$ cat config.mk
export PLATFORM = sky130hd
export DESIGN_NAME = cs_window_decoder
export DESIGN_NICKNAME = d
export VERILOG_FILES = /design/src/rtl/cs_dec_pkg.sv /design/src/rtl/cs_win_regs.sv /design/src/rtl/cs_win_match.sv /design/src/rtl/cs_prio_sel.sv /design/src/rtl/cs_out_drive.sv /design/src/rtl/cs_window_decoder.sv
export SDC_FILE = /design/constraint.sdc
export NUM_CORES = 1
export LEC_CHECK = 0
export BUFFER_PORTS_ARGS = -buffer_cell sky130_fd_sc_hd__buf_4
export CAP_MARGIN = 25
export CELL_PAD_IN_SITES_DETAIL_PLACEMENT = 1
export CELL_PAD_IN_SITES_GLOBAL_PLACEMENT = 2
export CORE_UTILIZATION = 37
export DETAILED_ROUTE_END_ITERATION = 10
export PLACE_DENSITY = 0.86
export SYNTH_ARGS = -nofsm -noshare
export SYNTH_HDL_FRONTEND = slang
export SYNTH_SLANG_ARGS = --single-unit
export TNS_END_PERCENT = 5
$ cat constraint.sdc
create_clock -name clk_i -period 1.8 [get_ports clk_i]
set_input_delay 0.09 -clock clk_i [delete_from_list [all_inputs] [get_ports clk_i]]
set_output_delay 0.09 -clock clk_i [all_outputs]
set_load 0.05 [all_outputs]
$ cat src/rtl/cs_dec_pkg.sv
package cs_dec_pkg;
  localparam int ADDR_W   = 24;
  localparam int PAGE_W   = 12;  // 4 KB granule
  localparam int SIZE_W   = 4;
  localparam int MAX_SIZE = 11;  // 8 MB
  localparam int CNT_W    = 4;
  localparam int HI_W     = 8;
  localparam int TAG_W    = ADDR_W - PAGE_W;
  localparam int CFG_W    = TAG_W + SIZE_W + 1;

  typedef struct packed {
    logic [TAG_W-1:0]  base;
    logic [SIZE_W-1:0] size;
    logic              en;
  } win_cfg_t;

  // Tag bits that take part in the compare for a given size code
  function automatic logic [TAG_W-1:0] tag_mask(input logic [SIZE_W-1:0] s);
    logic [TAG_W-1:0] m;
    for (int i = 0; i < TAG_W; i++) m[i] = (i >= int'(s));
    return m;
  endfunction
endpackage

$ cat src/rtl/cs_win_regs.sv
module cs_win_regs
  import cs_dec_pkg::*;
#(
  parameter int NUM_CS = 8,
  parameter int SEL_W  = $clog2(NUM_CS)
) (
  input  logic             clk_i,
  input  logic             rst_ni,
  input  logic             we_i,
  input  logic [SEL_W-1:0] sel_i,
  input  win_cfg_t         wdata_i,
  output win_cfg_t         cfg_o [NUM_CS]
);
  assign cfg_o[0] = '0;  // default select owns no window

  for (genvar k = 1; k < NUM_CS; k++) begin : g_win
    always_ff @(posedge clk_i or negedge rst_ni) begin
      if (!rst_ni)                              cfg_o[k] <= '0;
      else if (we_i && sel_i == SEL_W'(k))      cfg_o[k] <= wdata_i;
    end
  end
endmodule

$ cat src/rtl/cs_win_match.sv
module cs_win_match
  import cs_dec_pkg::*;
(
  input  logic [TAG_W-1:0] tag_i,
  input  win_cfg_t         cfg_i,
  output logic             hit_o
);
  logic legal;
  logic same;

  assign legal = (cfg_i.size <= SIZE_W'(MAX_SIZE));
  assign same  = (((tag_i ^ cfg_i.base) & tag_mask(cfg_i.size)) == '0);
  assign hit_o = cfg_i.en && legal && same;
endmodule

$ cat src/rtl/cs_prio_sel.sv
module cs_prio_sel #(
  parameter int NUM_CS = 8,
  parameter int SEL_W  = $clog2(NUM_CS)
) (
  input  logic [NUM_CS-1:0] hit_i,
  output logic [SEL_W-1:0]  sel_o
);
  // Scan downward so the lowest hit is written last
  always_comb begin
    sel_o = '0;
    for (int k = NUM_CS - 1; k >= 1; k--) begin
      if (hit_i[k]) sel_o = SEL_W'(k);
    end
  end
endmodule

$ cat src/rtl/cs_out_drive.sv
module cs_out_drive
  import cs_dec_pkg::*;
#(
  parameter int NUM_CS = 8,
  parameter int SEL_W  = $clog2(NUM_CS)
) (
  input  logic              clk_i,
  input  logic              rst_ni,
  input  logic [SEL_W-1:0]  sel_i,
  input  logic [HI_W-1:0]   addr_hi_i,
  input  logic              pin_we_i,
  input  logic [CNT_W-1:0]  cs_cnt_i,
  input  logic [CNT_W-1:0]  hi_cnt_i,
  output logic [NUM_CS-1:0] cs_no_o,
  output logic [SEL_W-1:0]  cfg_idx_o,
  output logic [HI_W-1:0]   addr_hi_o
);
  logic [CNT_W-1:0] cs_cnt_q, hi_cnt_q;
  logic [CNT_W-1:0] cs_eff, hi_eff;

  always_ff @(posedge clk_i or negedge rst_ni) begin
    if (!rst_ni) begin
      cs_cnt_q <= CNT_W'(NUM_CS);
      hi_cnt_q <= CNT_W'(HI_W);
    end else if (pin_we_i) begin
      cs_cnt_q <= cs_cnt_i;
      hi_cnt_q <= hi_cnt_i;
    end
  end

  // Reserved counts drive no pins
  assign cs_eff = (cs_cnt_q > CNT_W'(NUM_CS)) ? '0 : cs_cnt_q;
  assign hi_eff = (hi_cnt_q > CNT_W'(HI_W))   ? '0 : hi_cnt_q;

  always_ff @(posedge clk_i or negedge rst_ni) begin
    if (!rst_ni) cfg_idx_o <= '0;
    else         cfg_idx_o <= sel_i;
  end

  for (genvar k = 0; k < NUM_CS; k++) begin : g_cs
    always_ff @(posedge clk_i or negedge rst_ni) begin
      if (!rst_ni) cs_no_o[k] <= 1'b1;
      else         cs_no_o[k] <= !((sel_i == SEL_W'(k)) && (CNT_W'(k) < cs_eff));
    end
  end

  for (genvar j = 0; j < HI_W; j++) begin : g_hi
    always_ff @(posedge clk_i or negedge rst_ni) begin
      if (!rst_ni) addr_hi_o[j] <= 1'b0;
      else         addr_hi_o[j] <= addr_hi_i[j] && (CNT_W'(j) < hi_eff);
    end
  end

  a_r6_one_active: assert property (@(posedge clk_i) disable iff (!rst_ni)
    $onehot0(~cs_no_o));
  a_r7_no_pins: assert property (@(posedge clk_i) disable iff (!rst_ni)
    (cs_eff == '0) |=> (cs_no_o == '1));
  a_r7_pin_matches_idx: assert property (@(posedge clk_i) disable iff (!rst_ni)
    (cs_no_o != '1) |-> (cs_no_o[cfg_idx_o] == 1'b0));
  a_r8_no_hi_pins: assert property (@(posedge clk_i) disable iff (!rst_ni)
    (hi_eff == '0) |=> (addr_hi_o == '0));
endmodule

$ cat src/rtl/cs_window_decoder.sv
module cs_window_decoder
  import cs_dec_pkg::*;
#(
  parameter int NUM_CS = 8,
  parameter int SEL_W  = $clog2(NUM_CS)
) (
  input  logic              clk_i,
  input  logic              rst_ni,
  input  logic [ADDR_W-1:0] addr_i,
  input  logic              win_we_i,
  input  logic [SEL_W-1:0]  win_sel_i,
  input  logic [CFG_W-1:0]  win_wdata_i,
  input  logic              pin_we_i,
  input  logic [CNT_W-1:0]  cs_cnt_i,
  input  logic [CNT_W-1:0]  hi_cnt_i,
  output logic [NUM_CS-1:0] cs_no_o,
  output logic [SEL_W-1:0]  cfg_idx_o,
  output logic [HI_W-1:0]   addr_hi_o
);
  win_cfg_t          win_q [NUM_CS];
  logic [NUM_CS-1:0] hit;
  logic [SEL_W-1:0]  sel;
  logic [TAG_W-1:0]  tag;

  assign tag = addr_i[ADDR_W-1:PAGE_W];

  cs_win_regs #(.NUM_CS(NUM_CS), .SEL_W(SEL_W)) i_regs (
    .clk_i   (clk_i),
    .rst_ni  (rst_ni),
    .we_i    (win_we_i),
    .sel_i   (win_sel_i),
    .wdata_i (win_cfg_t'(win_wdata_i)),
    .cfg_o   (win_q)
  );

  assign hit[0] = 1'b0;
  for (genvar k = 1; k < NUM_CS; k++) begin : g_match
    cs_win_match i_match (
      .tag_i (tag),
      .cfg_i (win_q[k]),
      .hit_o (hit[k])
    );
  end

  cs_prio_sel #(.NUM_CS(NUM_CS), .SEL_W(SEL_W)) i_prio (
    .hit_i (hit),
    .sel_o (sel)
  );

  cs_out_drive #(.NUM_CS(NUM_CS), .SEL_W(SEL_W)) i_out (
    .clk_i     (clk_i),
    .rst_ni    (rst_ni),
    .sel_i     (sel),
    .addr_hi_i (addr_i[ADDR_W-1:ADDR_W-HI_W]),
    .pin_we_i  (pin_we_i),
    .cs_cnt_i  (cs_cnt_i),
    .hi_cnt_i  (hi_cnt_i),
    .cs_no_o   (cs_no_o),
    .cfg_idx_o (cfg_idx_o),
    .addr_hi_o (addr_hi_o)
  );

  a_r2_sel_size_legal: assert property (@(posedge clk_i) disable iff (!rst_ni)
    (sel != '0) |-> (win_q[sel].size <= SIZE_W'(MAX_SIZE)));
  a_r3_sel_enabled: assert property (@(posedge clk_i) disable iff (!rst_ni)
    (sel != '0) |-> win_q[sel].en);
  a_r4_lowest_wins: assert property (@(posedge clk_i) disable iff (!rst_ni)
    (hit & ((NUM_CS'(1) << sel) - NUM_CS'(1))) == '0);
  a_r5_default_sel: assert property (@(posedge clk_i) disable iff (!rst_ni)
    (hit == '0) |=> (cfg_idx_o == '0));
endmodule

=== After elaboration in Yosys (flattened, before gate mapping) ===
Cells that the tools add are included.

* Output and inout bits: 19
* Register bits: 146
* Input port bits: 56
* Logic and storage cells: 239

* $lt $le $gt $ge: 109
* Reduce and logical (&&, ||, !) cells: 53
* Multiplexer cells: 9
* Eq/ne operators: 14
* Bitwise gates (word level): 14

{| class="wikitable"
|+ Operators with widths
! kind !! number
|-
| greater-or-equal comparator 3 x 4 -> 1 bit, first input constant || 28
|-
| greater-or-equal comparator 4 bit, first input constant || 28
|-
| bitwise AND 12 bit || 7
|-
| zero test 12 bit || 7
|-
| bitwise XOR 12 bit || 7
|-
| greater-or-equal comparator 1 x 4 -> 1 bit, first input constant || 14
|-
| greater-or-equal comparator 2 x 4 -> 1 bit, first input constant || 14
|-
| logical AND 1 bit || 37
|-
| < comparator 3 x 4 -> 1 bit, first input constant || 8
|-
| less-or-equal comparator 4 bit, second input constant || 7
|-
| equality test 3 bit, second input constant || 8
|-
| 2-to-1 mux 3 bit || 7
|-
| < comparator 1 x 4 -> 1 bit, first input constant || 4
|-
| < comparator 2 x 4 -> 1 bit, first input constant || 4
|-
| equality test 3 x 2 -> 1 bit, second input constant || 4
|-
| greater-than comparator 4 bit, second input constant || 2
|-
| zero test 1 bit || 8
|-
| 2-to-1 mux 4 bit || 2
|-
| equality test 3 x 1 -> 1 bit, second input constant || 2
|-
| zero test 3 bit || 1
|}

=== Logic depth before layout (Yosys ltp) ===
* Depth in word-level cells: 14
* Mapped depth: 8

=== Hierarchy ===
From an unflattened synthesis, not the netlist that was laid out.

* Cell total of the unflattened synthesis: 580
* Area total of the unflattened synthesis: 7624.8 µm²

{| class="wikitable"
|+ By module, submodules not included
! module !! seq. area each (µm²) !! cells an instance !! area an instance (µm²) !! times used
|-
| cs_win_regs || 2977.9 || 277 || 4849.7 || 1
|-
| cs_win_match || 0.0 || 29 || 234.0 || 7
|-
| cs_out_drive || 688.2 || 88 || 1072.3 || 1
|-
| cs_prio_sel || 0.0 || 11 || 61.3 || 1
|-
| cs_window_decoder || 0.0 || 1 || 3.8 || 1
|}

=== Worst setup path before layout ===
OpenSTA, ideal clock, no wires.

* Path kind: flip-flop to flip-flop
* Start: register i_regs.cfg_o[64] (netlist name)
* End: register i_out.cs_no_o[6]
* Setup slack: 0.043 ns
* Data arrival time: 1.664 ns
* Stages on the path, launching flop included: 8
* Path through: dfrtp_1 xor2_2 nor4_2 o211ai_1 a211oi_2 nor3_1 o31ai_2 nand4_1

* Longest elaborated chain between the ends: 11

{| class="wikitable"
|+ RTL lines
! item !! line !! RTL
|-
| start, declared || cs_win_regs.sv:12 || <nowiki>output win_cfg_t cfg_o [NUM_CS]</nowiki>
|-
| start signal, assigned by index || cs_win_regs.sv:19 || <nowiki>else if (we_i && sel_i == SEL_W'(k)) cfg_o[k] <= wdata_i;</nowiki>
|-
| bitwise XOR 12 bit || cs_win_match.sv:12 || <nowiki>assign same = (((tag_i ^ cfg_i.base) & tag_mask(cfg_i.size)) == '0);</nowiki>
|-
| bitwise AND 12 bit || cs_win_match.sv:12 ||
|-
| zero test 12 bit || cs_win_match.sv:12 ||
|-
| logical AND 1 bit || cs_win_match.sv:13 || <nowiki>assign hit_o = cfg_i.en && legal && same;</nowiki>
|-
| 2-to-1 mux 3 bit (4 in a row) || cs_prio_sel.sv:12 || <nowiki>if (hit_i[k]) sel_o = SEL_W'(k);</nowiki>
|-
| equality test 3 bit || cs_out_drive.sv:43 || <nowiki>else cs_no_o[k] <= !((sel_i == SEL_W'(k)) && (CNT_W'(k) < cs_eff));</nowiki>
|-
| logical AND 1 bit || cs_out_drive.sv:43 ||
|-
| zero test 1 bit || cs_out_drive.sv:43 ||
|-
| end signal, assigned by index || cs_out_drive.sv:43 ||
|-
| end, declared || cs_out_drive.sv:14 || <nowiki>output logic [NUM_CS-1:0] cs_no_o,</nowiki>
|}

No other way between the ends.
A chain may end at the register's enable or synchronous reset.

=== Final worst setup path ===
* Start: register i_regs.cfg_o[58] (netlist name)
* End: register i_out.cs_no_o[6]

Same word-level chain as after synthesis.

==> results_dict.tcl <==
set metrics [dict create \
    worst-path-max-fanout 3 \
    nets 777 \
    finalCritPeriodShare_pct 109 \
    async_reset_ff_share_pct 100 \
    cts-root-buf "clkbuf_16" \
    p_leak_nw 4.08 \
    p_int_mw 7.57 \
    synth_commonest_cells "dfrtp_1, mux2_2, xor2_1" \
    grt_pass1_vias 5610 \
    core_area_sq_mm 0.0188 \
    end_kind "flop" \
    clk_path_buf_depth 2 \
    crit_type "flop to flop" \
    num_rows 50 \
    gr-total-overflow 0 \
    antenna_found_initial 0 \
    dp_slack_ps -198 \
    rsz0062_at_grt "yes" \
    grt_util_all_layers_pct 21.6 \
    die_x_um 141 \
    path_cells "xor2_2 -> a22oi_1 -> a211oi_2 -> a211oi_2 -> buf_4 -> buf_6 -> nand2b_4 -> nor2_2 -> buf_4 -> nand4_1" \
    netlist_area_sq_mm 0.00715 \
    drt-total-wl_mm 20.0 \
    final_cell_count_no_fill 994 \
    worstPathRequired_ps 2140 \
    maxCapViolations 0 \
    drc 0 \
    path_buf_inv 3 \
    peakVddDrop_mv 0.551 \
    port_buffers 62 \
    fill_cells 1940 \
    p_per_area_mw_per_mm2 1160 \
    ys_seq_area_share_pct 51.3 \
    fp.dieArea_sq_mm 0.0199 \
    cp_slowest_cell "dfrtp_1" \
    grt_pass1_wl_mm 32.0 \
    finalSetupViolations 11 \
    drive_gt1_share_pct 44.8 \
    drv_slew 0 \
    synth_edf_count 0 \
    worstMarginPinSlew_ps 461 \
    combinationalPowerShare_pct 25.4 \
    synthCells 571 \
    worst_slack_ps -158 \
    start_util_pct 38.0 \
    synth.top_cell.area_share_pct 47.6 \
    drtPass1Iterations 4 \
    p_sw_mw 3.33 \
    final.setup_skew_ps 6.91 \
    cp_top_family "compound AO/OA/AOI/OAI gates" \
    postRouteAntennaNets 0 \
    synth_seq_cells 146 \
    ctsHtreeMaxLevel 4 \
    clkTransAtPathRegs_ps 60 \
    switching_share_pct 30.6 \
    slew_headroom_pct 69.0 \
    critPathMaxStageDelay_ps 410 \
    violations "negative setup slack" \
    gp_congestion 0.831 \
    clock-sinks 146 \
    power_frac_seq_pct 41.2 \
    num_vias 5092 \
    cp.arrival_ps 2300 \
    area_delta_synth_final_pct 31.4 \
    grt_max_degree 60 \
    wl_per_cell_um 20.1 \
    first_iter_violations 185 \
    synth_most_common_cell "dfrtp_1" \
    cts_buffers 17 \
    clock.fmax_ghz 0.511 \
    final.setup.tns_ps -1180 \
    ys_warn_count 0 \
    routed_via_density 5.12 \
    syn_area_per_cell_sq_um 12.5 \
    min_period_ps 1960 \
    status "complete, but fails checks" \
    cp-start-kind "flop" \
    synth_nets 627 \
    synth_top_flop_cell "dfrtp_1" \
    die_y_um 141 \
    yosys.area.top_type "dfrtp_1" \
    hp-class "input port to flop" \
    clock_latency_ps 430 \
    hpwl_mm 14.2 \
    synth_area_leaders "dfrtp_1, mux2_2, xor2_1" \
    cts_tree "yes" \
    dp_cells 925 \
    n_antenna_cell 0 \
    clkPwrFrac_pct 33.4 \
    hold_violations 0 \
    yosysUniqueCellTypes 58 \
    io_pins 75 \
]
power groups by stage:
stage / sequential (mW) / combinational, mW / clock (mW)
after floorplan: 4.53 / 1.56 / 0
after global placement: 4.47 / 2.47 / 0
after detailed placement: 4.53 / 2.58 / 0
after CTS: 4.48 / 2.74 / 3.70
after global routing: 4.59 / 2.99 / 3.85
final: 4.49 / 2.77 / 3.64
routing by layer:
layer / global-route usage (%) / vias up / routed length (um)
met4: 8.35 / 0 / 556
li1: - / 2332 / -
met3: 4.55 / 39 / 612
met5: 0 / - / 0
met2: 37.5 / 99 / 10300
met1: 26.2 / 2622 / 8570
metrics by stage:
step	cell area (sq um)	total power [mW]	utilization (%)	hold slack, ps
after floorplan	7150	6.09	-	-206
after global placement	8310	6.94	44.1	8.02
after detailed placement	8310	7.11	44.1	18.6
after CTS	9330	10.9	49.5	0.368
after global routing	9400	11.4	49.9	5.17
final	9400	10.9	49.9	11.0
logic make-up after synthesis:
family                     count (synthesis)  share of synthesized area (%)
DFF                                      146                           51.3
muxes                                    126                           19.8
and+or+nand+nor                           95                           7.05
AOI/OAI and AO/OA                         86                           8.63
xor gates and xnor gates                  84                           10.5
buffers and inverters                     31                           2.26
adders and majority gates                  3                          0.472
worst paths after layout:
kind	startpoint	end	slack, ps	depth (start not counted)
min reg2reg	i_regs.cfg_o[17]	i_regs.cfg_o[17]	520	1
max	i_regs.cfg_o[58]	i_out.cs_no_o[6]	-160	10
max reg2reg	i_regs.cfg_o[58]	i_out.cs_no_o[6]	-160	10
min	addr_i[23]	i_out.addr_hi_o[7]	10	2
min in group asynchronous	rst_ni	i_out.addr_hi_o[6]	140	2
max in group asynchronous	rst_ni	i_regs.cfg_o[99]	1000	3
state kept, by name, indices dropped and copies added, names as in the netlist:
name,cells
i_regs.cfg_o,119
i_out.cs_cnt_q,4
i_out.cfg_idx_o,3
i_out.hi_cnt_q,4
i_out.cs_no_o,8
i_out.addr_hi_o,8
worst register-to-register path: stages, from the launching register on:
cell	delay (ps)
dfrtp_1	410
xor2_2	230
a22oi_1	120
a211oi_2	270
a211oi_2	70
buf_4	160
buf_6	110
nand2b_4	150
nor2_2	140
buf_4	120
nand4_1	80
what timing repair did:
action,in CTS,in global routing
gates resized for setup,11,13
setup buffers,0,2
hold buffers,35,0
pin swaps,4,10
setup endpoints to repair,11,11
endpoints found under the hold margin,240,0
cells in the final DEF, fill, tap and decap left out, types with 10 or more instances in the layout:
| cell | netlist | layout |
|---|---|---|
| dfrtp_1 | 136 | 136 |
| dfstp_2 | 10 | 10 |
| dlygate4sd3_1 | 0 | 35 |
| nand2_1 | 32 | 32 |
| nor2_1 | 17 | 14 |
| buf_4 | 2 | 117 |
| mux2_2 | 126 | 126 |
| xor2_1 | 46 | 42 |
| o21ai_0 | 17 | 15 |
| a21oi_1 | 16 | 16 |
| xnor2_1 | 36 | 35 |
| clkbuf_16 | 0 | 17 |
layout make-up:
type / instances / area (sq um) / share of cell area, %
multi-input combinational: 394 / 3460 / 36.9
timing repair buffer: 157 / 1310 / 14.0
tap: 260 / 325 / 3.46
clock buffer: 17 / 425 / 4.53
clock inverter: 15 / 185 / 1.97
inverter: 5 / 18.8 / 0.200
sequential: 146 / 3670 / 39.0
Power figures use the tool's default switching activity.
